==> src/rtl/adc_seq_pkg.sv <==
`timescale 1ns/1ps
package adc_seq_pkg;
  typedef enum logic [1:0] {
    TRIG_SW        = 2'b00,
    TRIG_HW_WAIT   = 2'b01,
    TRIG_HW_NOWAIT = 2'b10,
    TRIG_SW_ALT    = 2'b11
  } trig_mode_e;

  typedef enum logic [1:0] {
    ENG_IDLE = 2'b00,
    ENG_STAB = 2'b01,
    ENG_BUSY = 2'b10
  } eng_state_e;

  localparam int MODE_W     = 8;
  localparam int BIT_RUN    = 7;
  localparam int CTIME_HI   = 6;
  localparam int CTIME_LO   = 2;
  localparam int BIT_SCAN   = 1;
  localparam int BIT_CMP_EN = 0;
endpackage

==> src/rtl/adc_mode_reg.sv <==
`timescale 1ns/1ps
module adc_mode_reg #(
  parameter int REG_W = 8,
  localparam int IW = $clog2(REG_W)
) (
  input  logic             clk,
  input  logic             rst,
  input  logic             wr_en,
  input  logic             wr_bit,
  input  logic [IW-1:0]    wr_idx,
  input  logic             wr_val,
  input  logic [REG_W-1:0] wr_data,
  output logic [REG_W-1:0] mode_q
);
  for (genvar b = 0; b < REG_W; b++) begin : g_bit
    always_ff @(posedge clk) begin
      if (rst)
        mode_q[b] <= 1'b0;
      else if (wr_en && !wr_bit)
        mode_q[b] <= wr_data[b];
      else if (wr_en && wr_bit && (wr_idx == IW'(b)))
        mode_q[b] <= wr_val;
    end
  end
endmodule

==> src/rtl/adc_settle_timer.sv <==
`timescale 1ns/1ps
module adc_settle_timer #(
  parameter int SETTLE_CYC = 8,
  localparam int CW = $clog2(SETTLE_CYC + 1)
) (
  input  logic clk,
  input  logic rst,
  input  logic en,
  input  logic reload,
  output logic settled
);
  logic [CW-1:0] cnt_q;

  always_ff @(posedge clk) begin
    if (rst || !en || reload)
      cnt_q <= CW'(SETTLE_CYC);
    else if (cnt_q != '0)
      cnt_q <= cnt_q - 1'b1;
  end

  assign settled = en && (cnt_q == '0);

  assert_settle_drop_R3: assert property (@(posedge clk) disable iff (rst)
    !en |=> !settled);
endmodule

==> src/rtl/adc_conv_engine.sv <==
`timescale 1ns/1ps
module adc_conv_engine
  import adc_seq_pkg::*;
#(
  parameter int CH_W   = 3,
  parameter int SCAN_N = 4,
  localparam int IDX_W = (SCAN_N > 1) ? $clog2(SCAN_N) : 1
) (
  input  logic            clk,
  input  logic            rst,
  input  logic            active,
  input  logic            scan,
  input  trig_mode_e      tmode,
  input  logic            hw_trig,
  input  logic            settled,
  input  logic [CH_W-1:0] base_ch,
  input  logic            conv_done,
  output logic            conv_start_o,
  output logic [CH_W-1:0] conv_ch_o,
  output logic            res_valid_o,
  output logic            res_discard_o,
  output logic [CH_W-1:0] res_ch_o,
  output logic            busy,
  output logic            timer_reload
);
  eng_state_e      state_q;
  logic [IDX_W-1:0] idx_q;
  logic            first_q, early_q, prev_act_q;
  logic            is_wait, is_nowait, is_sw, go_now, wait_trig;
  logic [CH_W-1:0] next_ch;

  assign is_wait   = (tmode == TRIG_HW_WAIT);
  assign is_nowait = (tmode == TRIG_HW_NOWAIT);
  assign is_sw     = !is_wait && !is_nowait;
  assign go_now    = is_sw || (is_nowait && hw_trig);
  assign wait_trig = is_wait && hw_trig;
  assign next_ch   = scan ? base_ch + CH_W'(idx_q) : base_ch;
  assign busy      = (state_q != ENG_IDLE);
  assign timer_reload = active && (state_q == ENG_IDLE) && wait_trig;

  always_ff @(posedge clk) begin
    if (rst) begin
      state_q       <= ENG_IDLE;
      idx_q         <= '0;
      first_q       <= 1'b1;
      early_q       <= 1'b0;
      prev_act_q    <= 1'b0;
      conv_start_o  <= 1'b0;
      conv_ch_o     <= '0;
      res_valid_o   <= 1'b0;
      res_discard_o <= 1'b0;
      res_ch_o      <= '0;
    end else begin
      conv_start_o <= 1'b0;
      res_valid_o  <= 1'b0;
      prev_act_q   <= active;
      if (active && !prev_act_q)
        early_q <= !settled;
      if (!active) begin
        state_q <= ENG_IDLE;
        idx_q   <= '0;
        first_q <= 1'b1;
      end else begin
        unique case (state_q)
          ENG_IDLE: begin
            if (go_now) begin
              state_q      <= ENG_BUSY;
              conv_start_o <= 1'b1;
              conv_ch_o    <= next_ch;
            end else if (wait_trig) begin
              state_q <= ENG_STAB;
            end
          end
          ENG_STAB: begin
            if (settled) begin
              state_q      <= ENG_BUSY;
              conv_start_o <= 1'b1;
              conv_ch_o    <= next_ch;
            end
          end
          ENG_BUSY: begin
            if (conv_done) begin
              state_q       <= ENG_IDLE;
              res_valid_o   <= 1'b1;
              res_ch_o      <= conv_ch_o;
              res_discard_o <= first_q && early_q && !is_wait;
              first_q       <= 1'b0;
              if (scan)
                idx_q <= (idx_q == IDX_W'(SCAN_N - 1)) ? '0 : idx_q + 1'b1;
            end
          end
          default: state_q <= ENG_IDLE;
        endcase
      end
    end
  end

  assert_start_pulse_R12: assert property (@(posedge clk) disable iff (rst)
    conv_start_o |=> !conv_start_o);
  assert_result_after_done_R5: assert property (@(posedge clk) disable iff (rst)
    res_valid_o |-> $past(conv_done));
  assert_no_start_stopped_R11: assert property (@(posedge clk) disable iff (rst)
    !active |=> !conv_start_o);
  assert_wait_settle_R9: assert property (@(posedge clk) disable iff (rst)
    (state_q == ENG_STAB && !settled) |=> !conv_start_o);
endmodule

==> src/rtl/adc_seq_ctrl.sv <==
`timescale 1ns/1ps
module adc_seq_ctrl
  import adc_seq_pkg::*;
#(
  parameter int CYC_PER_US = 8,
  parameter int SETTLE_US  = 1,
  parameter int CH_W       = 3,
  parameter int SCAN_N     = 4,
  localparam int SETTLE_CYC = CYC_PER_US * SETTLE_US
) (
  input  logic            clk,
  input  logic            rst,
  input  logic            wr_en,
  input  logic            wr_bit,
  input  logic [2:0]      wr_idx,
  input  logic            wr_val,
  input  logic [7:0]      wr_data,
  output logic [7:0]      rd_data,
  input  logic            base_wr,
  input  logic [CH_W-1:0] base_data,
  input  logic [1:0]      trig_mode,
  input  logic            hw_trig,
  output logic            cmp_ready,
  output logic [4:0]      ctime_sel,
  output logic            conv_start,
  output logic [CH_W-1:0] conv_ch,
  input  logic            conv_done,
  output logic            res_valid,
  output logic            res_discard,
  output logic [CH_W-1:0] res_ch
);
  logic [MODE_W-1:0] mode_q;
  logic [CH_W-1:0]   base_q;
  logic              busy, reload, stat;
  trig_mode_e        tmode;

  assign tmode     = trig_mode_e'(trig_mode);
  assign ctime_sel = mode_q[CTIME_HI:CTIME_LO];

  always_ff @(posedge clk) begin
    if (rst)          base_q <= '0;
    else if (base_wr) base_q <= base_data;
  end

  adc_mode_reg #(.REG_W(MODE_W)) u_reg (
    .clk(clk), .rst(rst), .wr_en(wr_en), .wr_bit(wr_bit), .wr_idx(wr_idx),
    .wr_val(wr_val), .wr_data(wr_data), .mode_q(mode_q)
  );

  adc_settle_timer #(.SETTLE_CYC(SETTLE_CYC)) u_timer (
    .clk(clk), .rst(rst), .en(mode_q[BIT_CMP_EN]), .reload(reload),
    .settled(cmp_ready)
  );

  adc_conv_engine #(.CH_W(CH_W), .SCAN_N(SCAN_N)) u_eng (
    .clk(clk), .rst(rst), .active(mode_q[BIT_RUN]), .scan(mode_q[BIT_SCAN]),
    .tmode(tmode), .hw_trig(hw_trig), .settled(cmp_ready), .base_ch(base_q),
    .conv_done(conv_done), .conv_start_o(conv_start), .conv_ch_o(conv_ch),
    .res_valid_o(res_valid), .res_discard_o(res_discard), .res_ch_o(res_ch),
    .busy(busy), .timer_reload(reload)
  );

  always_comb begin
    unique case (tmode)
      TRIG_HW_WAIT:   stat = busy;
      TRIG_HW_NOWAIT: stat = mode_q[BIT_RUN];
      default:        stat = mode_q[BIT_RUN] | busy;
    endcase
    rd_data = {stat, mode_q[BIT_RUN-1:0]};
  end
endmodule

==> config.mk <==
export PLATFORM = sky130hd
export DESIGN_NAME = adc_seq_ctrl
export DESIGN_NICKNAME = d
export VERILOG_FILES = /design/src/rtl/adc_seq_pkg.sv /design/src/rtl/adc_mode_reg.sv /design/src/rtl/adc_settle_timer.sv /design/src/rtl/adc_conv_engine.sv /design/src/rtl/adc_seq_ctrl.sv
export SDC_FILE = /design/constraint.sdc
export NUM_CORES = 1
export LEC_CHECK = 0
export BUFFER_PORTS_ARGS = -buffer_cell sky130_fd_sc_hd__buf_2
export CAP_MARGIN = 20
export CORE_ASPECT_RATIO = 1.1
export CORE_MARGIN = 10
export CORE_UTILIZATION = 50
export DETAILED_ROUTE_END_ITERATION = 7
export MAX_ROUTING_LAYER = met4
export PLACE_DENSITY = 0.74
export SKIP_CTS_REPAIR_TIMING = 1
export SLEW_MARGIN = 10
export SYNTH_ARGS = -nofsm -noshare
export SYNTH_HDL_FRONTEND = slang
export SYNTH_SLANG_ARGS = --single-unit
==> constraint.sdc <==
create_clock -name clk -period 2.06 [get_ports clk]
set_clock_uncertainty 0.15 [all_clocks]
set_input_delay 0.412 -clock clk [delete_from_list [all_inputs] [get_ports clk]]
set_output_delay 0.412 -clock clk [all_outputs]
set_load 0.02 [all_outputs]
==> reports/results.tsv, run 1 <==
stage	metric	value	unit
worst_hold_path	HP Class	input port to register	
outcome	status	completed	
sta	Hold Slack	0.174	ns
worst_setup_path	CP Cell Sequence	inv_1 -> ha_4 -> nand4bb_4 -> inv_1 -> buf_2	
finish	# nets final	246	
routing	post-route ant nets	0	
clocking	Max clock buf depth	2	
clocking	worst-skew pair later-pin latency	0.34	ns
sta	Finish-stage setup viols	0	
worst_setup_path	slowest cell delay on critical path	0.33	ns
sta	fmax	0.515	GHz
routing	1st-iter DRT viols	72	
finish	fin cells	250	
clocking	clock sinks	31	
place	# port buffers	46	
synth	post-synthesis register bit count	31	
finish	antenna diode instance count	0	
global_routing	largest net degree at the start of global routing	24	
pwr	Switching Share	26.1	%
synth	Syn Nets	208	
worst_setup_path	Data arrival, critical path	1.38	ns
clocking	clock root cell	clkbuf_4	
finish	Final Cell Area	0.00184	sq mm
synth	sequential area share after synthesis	39.8	%
sta	Setup TNS Final	0	ns
floorplan	Initial Utilization	51.6	%
synth	Post-Syn Instances	177	
worst_setup_path	Worst EP required	1.50	ns
routing	final wirelength	3.83	mm
floorplan	Die Wd	73.3	um
pwr	Leak	0.857	nW
pwr	cell-internal power	0.886	mW
worst_setup_path	Worst setup EP type	output pin	
worst_setup_path	crit-path most repeated cell	inv_1	
synth	Post-Syn Area	0.00156	sq mm
clocking	Clock transition at path regs	0.08	ns
routing	TritonRoute pass-1 iters	5	
sta	fin crit share	94.3	%
global_routing	vias in the first global route	1478	
pwr	Logic pwr share	13.4	%
worst_setup_path	critical path class	register to output pin	
synth	Async SR Flop Fraction	0	%
routing	Vias/cell	5.52	
floorplan	Core Footprint	0.00302	sq mm
sta	RSZ-0062 raised after global routing	false	
routing	drc violations	0	
synth	Post-synth EDFFs	0	
global_routing	global-route wire length before repair	6.27	mm
worst_setup_path	Slowest-stage cell, CP	dfxtp_1	
place	placed cell count	242	
finish	Core Util, Final	61.0	%
finish	share of cells above drive strength 1	27.8	%
floorplan	Die Ht	78.6	um
pwr	clock power share	33.4	%
finish	Area Overhead vs Synth	18.1	%
worst_setup_path	startpoint types	register	
pwr	Power Density	650	mW/mm^2
worst_setup_path	Buf/Inv on CP	3	
global_routing	GR Util All Layers	14.1	%
floorplan	die footprint	0.00576	sq mm
synth	post-synthesis cell type count	38	
global_routing	initial antenna violation count	0	
synth	syn avg cell area	8.81	sq um
pwr	Max VDD drop	0.528	mV
sta	Fin. Hold Viols	0	
worst_setup_path	Top Family by Delay on Critical Path	buffers and inverters	
clocking	CTS Buf Count	5	
clocking	clock tree from TritonCTS	built	
pwr	total power	1.20	mW
pwr	Psw	0.312	mW
sta	max-slew violations	0	
routing	routed vias	1381	
sta	final setup margin	0.117	ns
place	Placed Instance Area	0.00175	sq mm
sta	relative slew slack	65.8	%
global_routing	grt ovf	0	
flow_run	Max Cap Violations	0	
pwr	Flop pwr share	53.2	%
place	GP Congestion	0.821	
sta	clock period minus worst slack	1.94	ns
sta	Slew @ Worst Pin	0.513	ns
synth	Primary FF master, synth	dfxtp_1	
clocking	Max H-tree Level	2	
routing	DR WL/cell	15.3	um
floorplan	Core Rows	21	
synth	Yosys Warn Count	0	
place	worst slack, placed	0.283	ns
place	dpl hpwl	2.91	mm
floorplan	Boundary Pins	47	
worst_setup_path	CP Max Fanout	5	
-- synthesized netlist by cell type (4+ instances only) --
master,number,area share (%)
clkbuf_1,6,1.4
nor3_1,6,1.9
ha_1,6,4.8
o211ai_1,6,2.9
buf_4,8,3.8
a21oi_1,11,3.5
a22oi_1,6,2.9
dfxtp_1,31,40
nor2_1,21,5.1
nand2_1,10,2.4
inv_1,10,2.4
nand2b_1,5,2.0
nor2b_1,7,2.8
a211oi_1,4,1.9
nand3_1,4,1.3
mux2i_1,8,5.1
-- logic make-up after synthesis --
logic type / Yosys count / synth area share [%]
AOI/OAI and AO/OA: 38 / 16.7
buffers and inverters: 25 / 8.02
DFF: 31 / 39.8
and+or+nand+nor: 64 / 21.9
muxes: 9 / 5.85
xor gates and xnor gates: 3 / 1.68
adders and majority gates: 7 / 6.09
-- per-layer routing --
| layer | up-vias | part of all wire [%] | global-route usage, % |
|---|---|---|---|
| li1 | 694 | - | - |
| met3 | 8 | 8.2 | 6.42 |
| met2 | 56 | 45 | 22.1 |
| met5 | - | 0 | - |
| met4 | 0 | 2.2 | 6.84 |
| met1 | 623 | 44 | 14.6 |
-- worst paths after layout --
check | slack [ns] | from | end | cells after the start
setup reg to reg | 0.40 | u_eng.idx_q[0]$_SDFFE_PP0P_ | u_eng.conv_ch_o[2]$_SDFFE_PP0P_ | 6
setup / recovery | 0.12 | u_timer.cnt_q[1]$_SDFFE_PP0P_ | cmp_ready | 5
hold reg to reg | 0.34 | u_eng.conv_ch_o[1]$_SDFFE_PP0P_ | u_eng.conv_ch_o[1]$_SDFFE_PP0P_ | 2
hold / removal | 0.17 | base_data[0] | base_q[0]$_SDFFE_PP0P_ | 3
-- worst reg2reg max path, delay by kind of cell, from the launching register on --
kind,cells,cell delay (ns)
buffers and inverters,1,0.05
adder cells (fa/ha/maj),2,0.52
AO/OA/AOI/OAI,1,0.23
flip-flops,1,0.40
AND/OR/NAND/NOR,1,0.15
XOR/XNOR,1,0.09
-- flip-flops by register name, indices dropped and copies added, names as in the netlist --
name,cells
u_eng.conv_start_o,1
u_eng.prev_act_q,1
base_q,3
u_eng.res_valid_o,1
u_eng.idx_q,2
u_reg.mode_q,8
u_eng.early_q,1
u_eng.conv_ch_o,3
u_timer.cnt_q,4
u_eng.state_q,2
u_eng.first_q,1
u_eng.res_ch_o,3
u_eng.res_discard_o,1
-- cell usage in the layout (no fill, tap or decap), types with 6 or more instances in the layout --
cell type / instances
o211ai_1: 6
buf_2: 46
nand2_1: 10
inv_1: 9
nor2_1: 21
nor2b_1: 7
dfxtp_1: 31
mux2i_1: 8
nor3_1: 6
a22oi_1: 6
a21oi_1: 11
-- final cells by class --
class / instances / area [sq um]
fill: 269 / 1180
multi-input combinational: 121 / 843
sequential: 31 / 621
timing repair buffer: 46 / 230
clock buffer: 8 / 68.8
tap: 34 / 42.5
inverter: 10 / 37.5
-- power groups by stage --
| stage | combinational (mW) | sequential, mW | clock [mW] |
|---|---|---|---|
| final | 0.161 | 0.637 | 0.400 |
| after global routing | 0.180 | 0.641 | 0.436 |
| after CTS | 0.157 | 0.637 | 0.414 |
| after detailed placement | 0.156 | 0.650 | 0 |
| after global placement | 0.151 | 0.649 | 0 |
| after floorplan | 0.102 | 0.655 | 0 |
(Power assumes the default switching activity.)
==> run 2: changes to the inputs <==
--- a/config.mk
+++ b/config.mk
@@ -13,6 +13,7 @@
 export DETAILED_ROUTE_END_ITERATION = 7
 export MAX_ROUTING_LAYER = met4
 export PLACE_DENSITY = 0.74
+export RECOVER_POWER = 50
 export SKIP_CTS_REPAIR_TIMING = 1
 export SLEW_MARGIN = 10
 export SYNTH_ARGS = -nofsm -noshare
==> reports/results.tsv, run 2 (synthesized netlist as in run 1, its figures left out) <==
stage	metric	value	unit	change
outcome	status	completed		unchanged
worst_setup_path	Worst setup EP type	output pin		unchanged
pwr	Power Density	655	mW/mm^2	was 650 mW/mm^2
pwr	Max VDD drop	0.528	mV	about the same
sta	RSZ-0062 raised after global routing	false		unchanged
global_routing	met2 Use GR	22.1	%	unchanged
sta	Hold Slack	0.174	ns	about the same
floorplan	Boundary Pins	47		unchanged
global_routing	M3 GR Usage	6.42	%	unchanged
worst_setup_path	Stages on worst setup path	5		unchanged
finish	most frequent cells in the layout	38 x buf_2, 31 x dfxtp_1, 21 x nor2_1		was 46 x buf_2, 31 x dfxtp_1, 21 x nor2_1
routing	1st-iter DRT viols	70		was 72
sta	max-slew violations	0		unchanged
finish	share of cells above drive strength 1	23.6	%	was 27.8%
clocking	Max H-tree Level	2		unchanged
place	dpl hpwl	2.91	mm	unchanged
global_routing	vias in the first global route	1478		unchanged
global_routing	met1 usage	14.6	%	unchanged
finish	Area Overhead vs Synth	17.1	%	was 18.1%
worst_setup_path	crit-path most repeated cell	inv_1		unchanged
worst_setup_path	CP Max Fanout	5		unchanged
finish	# nets final	246		unchanged
worst_setup_path	Data arrival, critical path	1.38	ns	about the same
clocking	Max clock buf depth	2		unchanged
worst_setup_path	Slowest-stage cell, CP	dfxtp_1		unchanged
finish	antenna diode instance count	0		unchanged
worst_setup_path	crit path capture	cmp_ready		unchanged
finish	commonest non-fill, non-tap cell in the layout	buf_2		unchanged
sta	Setup TNS Final	0	ns	unchanged
pwr	total power	1.20	mW	about the same
flow_run	Max Cap Violations	0		unchanged
clocking	worst-skew pair later-pin latency	0.34	ns	about the same
floorplan	die footprint	0.00576	sq mm	unchanged
clocking	clock tree from TritonCTS	built		unchanged
worst_setup_path	slowest cell delay on critical path	0.33	ns	about the same
worst_setup_path	reg-to-reg startpoint	u_eng.idx_q[0]$_SDFFE_PP0P_		unchanged
finish	max FFs per register	8		unchanged
clocking	clock sinks	31		unchanged
floorplan	Die Wd	73.3	um	unchanged
pwr	Leak	0.814	nW	was 0.857 nW
worst_setup_path	Top Family by Delay on Critical Path	buffers and inverters		unchanged
clocking	Clock transition at path regs	0.08	ns	about the same
global_routing	grt ovf	0		unchanged
worst_setup_path	critical path class	register to output pin		unchanged
routing	TritonRoute pass-1 iters	4		was 5
clocking	CTS Buf Count	5		unchanged
finish	Largest regs	u_reg.mode_q x8, u_timer.cnt_q x4		unchanged
worst_setup_path	Worst EP required	1.50	ns	about the same
finish	Core Util, Final	60.5	%	was 61.0%
worst_setup_path	Reg-to-Reg End	u_eng.conv_ch_o[2]$_SDFFE_PP0P_		unchanged
sta	fin crit share	94.2	%	was 94.3%
worst_setup_path	CP Cell Sequence	inv_1 -> ha_4 -> nand4bb_4 -> inv_1 -> buf_2		unchanged
worst_setup_path	Buf/Inv on CP	3		unchanged
routing	Vias/cell	5.53		was 5.52
sta	fmax	0.515	GHz	about the same
floorplan	Core Footprint	0.00302	sq mm	unchanged
worst_setup_path	worst reg-to-reg setup slack	0.40	ns	about the same
place	# port buffers	46		unchanged
routing	post-route ant nets	0		unchanged
routing	drc violations	0		unchanged
worst_setup_path	Worst R2R Path Depth	6		unchanged
floorplan	Die Ht	78.6	um	unchanged
sta	clock period minus worst slack	1.94	ns	about the same
sta	Slew @ Worst Pin	1.01	ns	was 0.513 ns
worst_hold_path	HP Class	input port to register		unchanged
global_routing	largest net degree at the start of global routing	24		unchanged
sta	relative slew slack	32.7	%	was 65.8%
global_routing	GR Util All Layers	14.1	%	unchanged
global_routing	gr busiest metal	met2		unchanged
routing	routed vias	1382		was 1381
global_routing	initial antenna violation count	0		unchanged
sta	Finish-stage setup viols	0		unchanged
floorplan	Initial Utilization	51.6	%	unchanged
floorplan	Core Rows	21		unchanged
global_routing	global-route wire length before repair	6.27	mm	unchanged
clocking	clock root cell	clkbuf_4		unchanged
routing	DR WL/cell	15.4	um	was 15.3 um
worst_setup_path	worst setup path start	u_timer.cnt_q[1]$_SDFFE_PP0P_		unchanged
routing	final wirelength	3.85	mm	was 3.83 mm
finish	largest reg by FF count	u_reg.mode_q		unchanged
sta	Fin. Hold Viols	0		unchanged
worst_setup_path	startpoint types	register		unchanged
place	GP Congestion	0.821		unchanged
[run 2: changes by cell type in the layout (fill, tap and decap cells not counted)]
cell      delta
clkbuf_1     +8
buf_2        -8
nand4b_1     +1
nand4b_2     -1
[run 2: worst min-delay path by stage]
stage / start / endpoint / slack, ns / depth (start not counted)
finish: base_data[0] / base_q[0]$_SDFFE_PP0P_ / 0.17 / 3
global route: base_data[1] / base_q[1]$_SDFFE_PP0P_ / 0.18 / 3
CTS: base_data[0] / base_q[0]$_SDFFE_PP0P_ / 0.17 / 3
detailed placement: u_eng.first_q$_SDFFE_PP1P_ / u_eng.first_q$_SDFFE_PP1P_ / 0.33 / 2
global placement: u_eng.first_q$_SDFFE_PP1P_ / u_eng.first_q$_SDFFE_PP1P_ / 0.31 / 2
floorplan: u_eng.first_q$_SDFFE_PP1P_ / u_eng.first_q$_SDFFE_PP1P_ / 0.29 / 2
[run 2: through the flow]
step | instances | cell area, sq um | worst slack [ns]
floorplan | 177 | 1560 | 0.434
global placement | 242 | 1750 | 0.322
detailed placement | 242 | 1750 | 0.283
CTS | 250 | 1810 | -0.0609
global route | 250 | 1830 | 0.0237
finish | 250 | 1830 | 0.119
[run 2: tightest hold or removal path, delay by kind of cell]
family,cells,cell delay [ns]
buf+inv,1,0.08
mux,1,0.06
simple gates,1,0.08
[run 2: cell type report]
class / instances / area [sq um]
Multi-Input combinational cell: 121 / 837
Timing Repair Buffer: 46 / 220
Fill cell: 278 / 1190
Inverter: 10 / 37.5
Sequential cell: 31 / 621
Tap cell: 34 / 42.5
Clock buffer: 8 / 68.8
[run 2: per-layer routing]
metal | vias up | part of all wire (%)
met4 | 0 | 2.2
met2 | 56 | 45
met5 | - | 0
met3 | 8 | 8.4
li1 | 694 | -
met1 | 624 | 44
[run 2: report_power, final]
part / switching [mW] / internal, mW
clock: 0.199 / 0.201
sequential: 0.0188 / 0.618
combinational: 0.0939 / 0.0664
total: 0.312 / 0.885
==> run 3: changes to the inputs <==
--- a/config.mk
+++ b/config.mk
@@ -12,8 +12,7 @@
 export CORE_UTILIZATION = 50
 export DETAILED_ROUTE_END_ITERATION = 7
 export MAX_ROUTING_LAYER = met4
-export PLACE_DENSITY = 0.74
-export RECOVER_POWER = 50
+export PLACE_DENSITY = 0.83
 export SKIP_CTS_REPAIR_TIMING = 1
 export SLEW_MARGIN = 10
 export SYNTH_ARGS = -nofsm -noshare
==> reports/results.tsv, run 3 (synthesized netlist as in run 1, its figures left out) <==
stage	metric	value	unit	change
global_routing	GR Util All Layers	13.1	%	was 14.1%
worst_setup_path	slowest cell delay on critical path	0.34	ns	was 0.33 ns
finish	antenna diode instance count	0		unchanged
place	dpl hpwl	2.86	mm	was 2.91 mm
routing	Vias/cell	5.52		was 5.53
sta	fmax	0.505	GHz	was 0.515 GHz
pwr	Max VDD drop	0.352	mV	was 0.528 mV
worst_setup_path	Slowest-stage cell, CP	dfxtp_1		unchanged
worst_setup_path	Top Family by Delay on Critical Path	buffers and inverters		unchanged
finish	Largest regs	u_reg.mode_q x8, u_timer.cnt_q x4		unchanged
pwr	Power Density	607	mW/mm^2	was 655 mW/mm^2
routing	routed vias	1370		was 1382
worst_setup_path	critical path class	register to output pin		unchanged
finish	commonest non-fill, non-tap cell in the layout	buf_2		unchanged
finish	# nets final	246		unchanged
clocking	worst-skew pair later-pin latency	0.32	ns	was 0.34 ns
finish	most frequent cells in the layout	46 x buf_2, 31 x dfxtp_1, 21 x nor2_1		was 38 x buf_2, 31 x dfxtp_1, 21 x nor2_1
sta	Slew @ Worst Pin	0.485	ns	was 1.01 ns
worst_setup_path	CP Max Fanout	5		unchanged
worst_setup_path	Data arrival, critical path	1.42	ns	was 1.38 ns
sta	clock period minus worst slack	1.98	ns	was 1.94 ns
floorplan	Core Footprint	0.00302	sq mm	unchanged
place	GP Congestion	0.766		was 0.821
sta	fin crit share	96.2	%	was 94.2%
clocking	Clock transition at path regs	0.08	ns	about the same
clocking	CTS Buf Count	5		unchanged
global_routing	initial antenna violation count	0		unchanged
floorplan	Core Rows	21		unchanged
finish	largest reg by FF count	u_reg.mode_q		unchanged
finish	share of cells above drive strength 1	27.1	%	was 23.6%
worst_setup_path	Worst setup EP type	output pin		unchanged
sta	max-slew violations	0		unchanged
outcome	status	completed		unchanged
floorplan	Boundary Pins	47		unchanged
routing	TritonRoute pass-1 iters	4		unchanged
flow_run	Max Cap Violations	0		unchanged
routing	1st-iter DRT viols	66		was 70
floorplan	Die Wd	73.3	um	unchanged
routing	drc violations	0		unchanged
finish	Area Overhead vs Synth	15.7	%	was 17.1%
worst_hold_path	HP Class	input port to register		unchanged
sta	Setup TNS Final	0	ns	unchanged
global_routing	largest net degree at the start of global routing	24		unchanged
clocking	Max H-tree Level	2		unchanged
pwr	Leak	0.838	nW	was 0.814 nW
sta	Fin. Hold Viols	0		unchanged
clocking	clock sinks	31		unchanged
worst_setup_path	Worst EP required	1.50	ns	about the same
worst_setup_path	CP Cell Sequence	inv_1 -> ha_2 -> nand4bb_4 -> inv_2 -> buf_2		was inv_1 -> ha_4 -> nand4bb_4 -> inv_1 -> buf_2
sta	relative slew slack	67.6	%	was 32.7%
routing	DR WL/cell	14.8	um	was 15.4 um
clocking	clock root cell	clkbuf_4		unchanged
global_routing	grt ovf	0		unchanged
worst_setup_path	startpoint types	register		unchanged
global_routing	vias in the first global route	1380		was 1478
place	# port buffers	46		unchanged
finish	Core Util, Final	59.8	%	was 60.5%
floorplan	die footprint	0.00576	sq mm	unchanged
worst_setup_path	Buf/Inv on CP	3		unchanged
pwr	total power	1.10	mW	was 1.20 mW
clocking	clock tree from TritonCTS	built		unchanged
routing	final wirelength	3.67	mm	was 3.85 mm
routing	post-route ant nets	0		unchanged
finish	max FFs per register	8		unchanged
clocking	Max clock buf depth	2		unchanged
global_routing	global-route wire length before repair	5.91	mm	was 6.27 mm
sta	Finish-stage setup viols	0		unchanged
floorplan	Die Ht	78.6	um	unchanged
floorplan	Initial Utilization	51.6	%	unchanged
==> run 3: cell types whose count changed in the layout (fill, tap and decap cells not counted), sizes merged <==
cell and change:
buf +8, clkbuf -10
==> run 3: final timing paths <==
| path | start | cells after the start | slack [ns] | end |
|---|---|---|---|---|
| max | u_timer.cnt_q[0]$_SDFFE_PP0P_ | 5 | 0.08 | cmp_ready |
| min | base_data[1] | 3 | 0.18 | base_q[1]$_SDFFE_PP0P_ |
| max reg2reg | u_eng.idx_q[0]$_SDFFE_PP0P_ | 6 | 0.45 | u_eng.conv_ch_o[2]$_SDFFE_PP0P_ |
| min reg2reg | u_eng.res_discard_o$_SDFFE_PP0P_ | 2 | 0.34 | u_eng.res_discard_o$_SDFFE_PP0P_ |
==> run 3: worst register-to-register path: cells and delay by family, from the launching register on <==
family                     cells  cell delay [ns]
adders and majority gates      2             0.51
buffers and inverters          1             0.05
xor gates and xnor gates       1             0.08
AOI/OAI and AO/OA              1             0.22
DFF                            1             0.38
and+or+nand+nor                1             0.14
==> run 3: metrics by stage <==
| stage | worst slack [ns] | std cells | cell area [sq um] | hold WS (ns) |
|---|---|---|---|---|
| global route | -0.0197 | 248 | 1810 | 0.182 |
| finish | 0.0785 | 248 | 1810 | 0.179 |
| detailed placement | 0.290 | 242 | 1750 | 0.323 |
| CTS | -0.0560 | 248 | 1790 | 0.164 |
| floorplan | 0.434 | 177 | 1560 | 0.290 |
| global placement | 0.318 | 242 | 1750 | 0.309 |
==> run 3: power breakdown <==
group	switching (mW)	total, mW	internal, mW	leakage, nW
Sequential	0.0188	0.637	0.618	0.252
Combinational	0.0918	0.158	0.0659	0.562
Clock	0.180	0.301	0.121	0.0242
Total	0.291	1.10	0.805	0.838
==> run 3: cell type report <==
class                      instances  area [sq um]
clock buffer                       6          41.3
fill                             282          1220
inverter                          10          37.5
multi-input combinational        121           833
sequential                        31           621
tap                               34          42.5
timing repair buffer              46           230
==> run 3: per-layer routing <==
| layer | global-route usage [%] | vias up | routed length, um |
|---|---|---|---|
| li1 | - | 689 | - |
| met1 | 13.5 | 621 | 1530 |
| met2 | 21.4 | 55 | 1820 |
| met3 | 5.28 | 5 | 281 |
| met4 | 5.32 | 0 | 40 |
| met5 | - | - | 0 |
